--- src/rtl/mpwm3.sv ---
module mpwm3 #(
  parameter int CW  = 12,
  parameter int DTW = 8
) (
  input  logic          clk,
  input  logic          rst_n,
  input  logic          wr_en,
  input  logic [2:0]    wr_addr,
  input  logic [CW-1:0] wr_data,
  input  logic          estop_in,
  output logic [2:0]    gate_hi,
  output logic [2:0]    gate_lo
);
  localparam logic [2:0] A_PER = 3'd0;
  localparam logic [2:0] A_CTL = 3'd4;
  localparam logic [2:0] A_DT  = 3'd5;

  logic [CW-1:0]        per_buf, per_act, cnt;
  logic [2:0][CW-1:0]   cmp_buf, cmp_act;
  logic [DTW-1:0]       dt;
  logic                 saw, pol, down, stop_lat, bnd;
  logic [2:0]           raw, on_hi, on_lo;
  logic [CW:0]          cnt_inc;

  wire clr_wr   = wr_en && wr_addr == A_CTL && wr_data[2];
  wire stop_any = estop_in | stop_lat;

  assign cnt_inc = {1'b0, cnt} + 1'b1;
  assign bnd     = saw ? (cnt_inc >= {1'b0, per_act}) : (down && cnt <= 1);

  always_ff @(posedge clk) begin
    if (!rst_n) begin
      per_buf <= '0;
      cmp_buf <= '0;
      saw     <= 1'b0;
      pol     <= 1'b0;
      dt      <= '0;
    end else if (wr_en) begin
      case (wr_addr)
        A_PER:               per_buf <= wr_data;
        3'd1, 3'd2, 3'd3:    cmp_buf[wr_addr - 3'd1] <= wr_data;
        A_CTL:               begin saw <= wr_data[0]; pol <= wr_data[1]; end
        A_DT:                dt <= wr_data[DTW-1:0];
        default:             ;
      endcase
    end
  end

  always_ff @(posedge clk) begin
    if (!rst_n) begin
      cnt     <= '0;
      down    <= 1'b0;
      per_act <= '0;
      cmp_act <= '0;
    end else if (bnd) begin
      cnt     <= '0;
      down    <= 1'b0;
      per_act <= per_buf;
      cmp_act <= cmp_buf;
    end else if (saw) begin
      cnt  <= cnt_inc[CW-1:0];
      down <= 1'b0;
    end else if (down) begin
      cnt <= cnt - 1'b1;
    end else begin
      cnt <= cnt_inc[CW-1:0];
      if (cnt_inc >= {1'b0, per_act}) down <= 1'b1;
    end
  end

  always_ff @(posedge clk) begin
    if (!rst_n)        stop_lat <= 1'b0;
    else if (estop_in) stop_lat <= 1'b1;
    else if (clr_wr)   stop_lat <= 1'b0;
  end

  for (genvar i = 0; i < 3; i++) begin : g_ph
    logic           lvl;
    logic [DTW-1:0] dcnt;

    assign raw[i] = (cmp_act[i] != '0) &&
                    ((cmp_act[i] >= per_act) || (cnt < cmp_act[i]));

    // dcnt resets to 1 so the lower gate also stays off while reset is held
    always_ff @(posedge clk) begin
      if (!rst_n) begin
        lvl  <= 1'b0;
        dcnt <= DTW'(1);
      end else if (raw[i] != lvl) begin
        lvl  <= raw[i];
        dcnt <= dt;
      end else if (dcnt != '0) begin
        dcnt <= dcnt - 1'b1;
      end
    end

    assign on_hi[i] =  lvl && dcnt == '0 && !stop_any;
    assign on_lo[i] = !lvl && dcnt == '0 && !stop_any;
  end

  assign gate_hi = pol ? on_hi : ~on_hi;
  assign gate_lo = pol ? on_lo : ~on_lo;
endmodule


--- config.mk ---
export PLATFORM = sky130hd
export DESIGN_NAME = mpwm3
export DESIGN_NICKNAME = d
export VERILOG_FILES = /design/src/rtl/mpwm3.sv
export SDC_FILE = /design/constraint.sdc
export NUM_CORES = 1
export LEC_CHECK = 0
export ABC_AREA = 1
export BUFFER_PORTS_ARGS = -buffer_cell sky130_fd_sc_hd__buf_2
export CAP_MARGIN = 20
export CORE_MARGIN = 4
export CORE_UTILIZATION = 42
export DETAILED_ROUTE_END_ITERATION = 10
export HOLD_SLACK_MARGIN = 0.15
export PLACE_DENSITY_LB_ADDON = 0.25
export SYNTH_ARGS = -nofsm -noshare
export SYNTH_HDL_FRONTEND = slang
export SYNTH_SLANG_ARGS = --single-unit
--- constraint.sdc ---
create_clock -name clk -period 4.3 [get_ports clk]
set_input_delay 0 -clock clk [delete_from_list [all_inputs] [get_ports clk]]
set_output_delay 0 -clock clk [all_outputs]
set_load 0.02 [all_outputs]
==> out/qor_table.md <==
| Quantity | Value |
|:---|:---|
| Period minus WS final | 3.59 ns |
| Clock skew | 0.0173 ns |
| Routed wire per std cell | 14.3 µm |
| Clock latency of the later-clocked register in the worst-skew pair | 0.43 ns |
| Synth top area share | 34.8% |
| Endpoint kind of the worst setup timing path | flop |
| Number of top-level design ports | 25 |
| Cell chosen for the clock root | sky130_fd_sc_hd__clkbuf_16 |
| Total routing resource utilization after global routing | 20.5% |
| # port buffers | 24 |
| Class of the worst hold path | input pin to flop |
| Largest cells by area after synthesis | sky130_fd_sc_hd__dfxtp_1, sky130_fd_sc_hd__ha_1, sky130_fd_sc_hd__nor2_1 |
| Number of failing hold endpoints at the final stage | 0 |
| DR iter-0 viols | 510 |
| Number of DRC violations after detailed routing | 0 |
| Final worst-path cycle share | 83.5% |
| Max Cap Viol | 0 |
| Clock tree from TritonCTS | yes |
| Total number of nets in the final design | 1,361 |
| Kind of critical path | flop to flop |
| Cts bufs inserted | 17 |
| Portion of the post-synthesis area used by sequential elements | 34.8% |
| Number of nets produced by synthesis | 1,337 |
| Cells after Synth | 1,231 |
| Cell accounting for the most synthesized area | sky130_fd_sc_hd__dfxtp_1 |
| Number of pins with negative max-slew slack in the final report | 0 |
| Die Y | 150 µm |
| Final Routed Wirelength | 21,900 µm |
| Number of warnings reported in the yosys synthesis log | 0 |
| Dpl cell area | 0.00872 mm² |
| Post-cts repair resize count | 0 |
| Number of placed cells counting well taps | 1,482 |
| Largest net degree at the start of global routing | 79 |
| Largest fanout on the critical path | 48 |
| Post-detailed-route via-to-cell ratio | 4.97 |
| H-tree depth reported by CTS | 4 |
| Setup TNS | 0 ns |
| Number of rows in the core area | 51 |
| Worst rel slew slack | 37.4% |
| Die span in x | 150 µm |
| Pre-Repair DR Iteration Count | 5 |
| Global-route wire length before repair | 36,700 µm |
| Antenna diodes | 0 |
| End-of-flow core utilization | 48.5% |
| Worst Path Arrival | 3.96 ns |
| Die Area | 0.0225 mm² |
| Number of register bits inferred by synthesis | 147 |
| Antenna violations before repair | 0 |
| Half-perimeter wire length after placement | 16,000 µm |
| Cell area after synthesis | 0.00846 mm² |
| Number of sinks handled by clock tree synthesis | 147 |
| RSZ-0062 raised after global routing | false |
| Top achievable clock speed | 279 MHz |
| Area Overhead vs Synth | 12.5% |
| Startpoint type of the worst setup path | flop |
| Final Instance Area | 0.00952 mm² |
| Share of async-settable or async-resettable flops after synthesis | 0% |
| Slew of the pin with the lowest slew margin | 0.936 ns |
| Leading cell types in the layout, fill and taps excluded | sky130_fd_sc_hd__nor2_1, sky130_fd_sc_hd__nand2_1, sky130_fd_sc_hd__dfxtp_1 |
| Post-Layout Cell Count | 1,533 |
| Maximum buffer depth of the clock tree | 2 |
| Core region area | 0.0197 mm² |
| Share of cells above drive strength 1 | 6.78% |
| Most common library cell in the layout ignoring fill and taps | sky130_fd_sc_hd__nor2_1 |
| Overall via count from detail_route | 7,617 |
| Number of setup violations in the final report | 0 |
| Critical Path RT | 4.67 ns |
| Global-route congestion overflow total | 0 |
| Avg Synthesized Cell Area | 6.88 µm² |
| Number of enable-type register cells in the synthesized netlist | 0 |
| Initial Utilization | 43.1% |
| Status | completed |
| Clock input transition at the sequential cells of the worst setup and hold paths | 0.07 ns |
| Distinct cells, synth | 34 |
| Vias in the first global route | 7,183 |
| Top_reg_cell synth | sky130_fd_sc_hd__dfxtp_1 |
| Remaining number of nets flagged by the antenna check after routing | 0 |
| Global placer's final weighted congestion | 0.868 |
stage by stage:
step,worst slack (ns),hold WS (ns)
4_1_cts,0.724,0.167
3_3_place_gp,0.808,0.246
6_report,0.712,0.195
2_1_floorplan,1.57,0.119
5_1_grt,0.308,0.214
3_5_place_dp,0.750,0.248
area by class of cell:
cell class / instances / area [µm²]
clock buffers: 20 / 447
clock inverters: 12 / 168
fillers: 2017 / 10100
inverters: 151 / 569
multi-input cells: 892 / 4730
flip-flops and latches: 147 / 2940
well taps: 265 / 332
repair buffers: 46 / 333
registers in the layout, indices dropped and copies added (netlist names):
register   cells
cmp_act       36
cmp_buf       36
cnt           12
down           1
dt             8
g_ph.dcnt     24
g_ph.lvl       3
per_act       12
per_buf       12
pol            1
saw            1
stop_lat       1
path summary, 6_finish.rpt:
kind	slack, ns	cells past startpoint	startpoint	end
max	0.71	18	cnt[0]	per_act[9]
min	0.20	6	wr_addr[0]	pol
max reg2reg	0.71	18	cnt[0]	per_act[9]
min reg2reg	0.48	2	per_buf[8]	per_act[8]
Yosys cell counts, types with 10 or more instances:
cell type / instances
sky130_fd_sc_hd__ha_1: 87
sky130_fd_sc_hd__o21ai_1: 11
sky130_fd_sc_hd__nor2_1: 276
sky130_fd_sc_hd__o21ai_0: 122
sky130_fd_sc_hd__nor4_1: 10
sky130_fd_sc_hd__inv_1: 146
sky130_fd_sc_hd__nand2_1: 191
sky130_fd_sc_hd__dfxtp_1: 147
sky130_fd_sc_hd__nand3_1: 52
sky130_fd_sc_hd__clkbuf_1: 25
sky130_fd_sc_hd__xor2_1: 19
sky130_fd_sc_hd__nor2_2: 14
sky130_fd_sc_hd__a21oi_1: 64
routing by layer:
metal  GRT usage (%)  vias to the layer above  part of all wire, %
met5               0                        -                    0
li1                -                     3994                    -
met3            3.12                       27                  3.5
met1            29.9                     3466                   52
met2            31.0                      130                   43
met4            6.72                        0                  2.1
worst max-delay path: stages (launching register included):
cell and delay [ns]:
sky130_fd_sc_hd__dfxtp_1 0.50, sky130_fd_sc_hd__inv_1 0.18, sky130_fd_sc_hd__nor3_1 0.42, sky130_fd_sc_hd__nand2_1 0.10, sky130_fd_sc_hd__nor2_1 0.18, sky130_fd_sc_hd__nand3_1 0.11
sky130_fd_sc_hd__xor2_1 0.16, sky130_fd_sc_hd__inv_1 0.07, sky130_fd_sc_hd__ha_1 0.27, sky130_fd_sc_hd__inv_1 0.09, sky130_fd_sc_hd__nor2_1 0.06, sky130_fd_sc_hd__nor3_1 0.16
sky130_fd_sc_hd__nand3_1 0.12, sky130_fd_sc_hd__nand2_1 0.11, sky130_fd_sc_hd__nand2_4 0.17, sky130_fd_sc_hd__inv_4 0.09, sky130_fd_sc_hd__buf_4 0.47, sky130_fd_sc_hd__nor2_1 0.11
sky130_fd_sc_hd__nor2_1 0.13
what timing repair did:
item | 4_1_cts | 5_1_grt
buffers inserted | 0 | 0
setup endpoints to repair | 0 | 0
hold buffers | 19 | 0
endpoints found under the hold margin | 62 | 0
logic make-up after synthesis:
group,count (synthesis),share of synthesized area (%)
simple gates,571,27.8
buf+inv,192,9.31
xor+xnor,27,2.79
compound gates,207,12.5
flops,147,34.8
fa+ha+maj,87,12.9
Power is left out: the tool's default activity adds up to more than one toggle a clock period on the data nets, which glitch-free logic cannot reach.
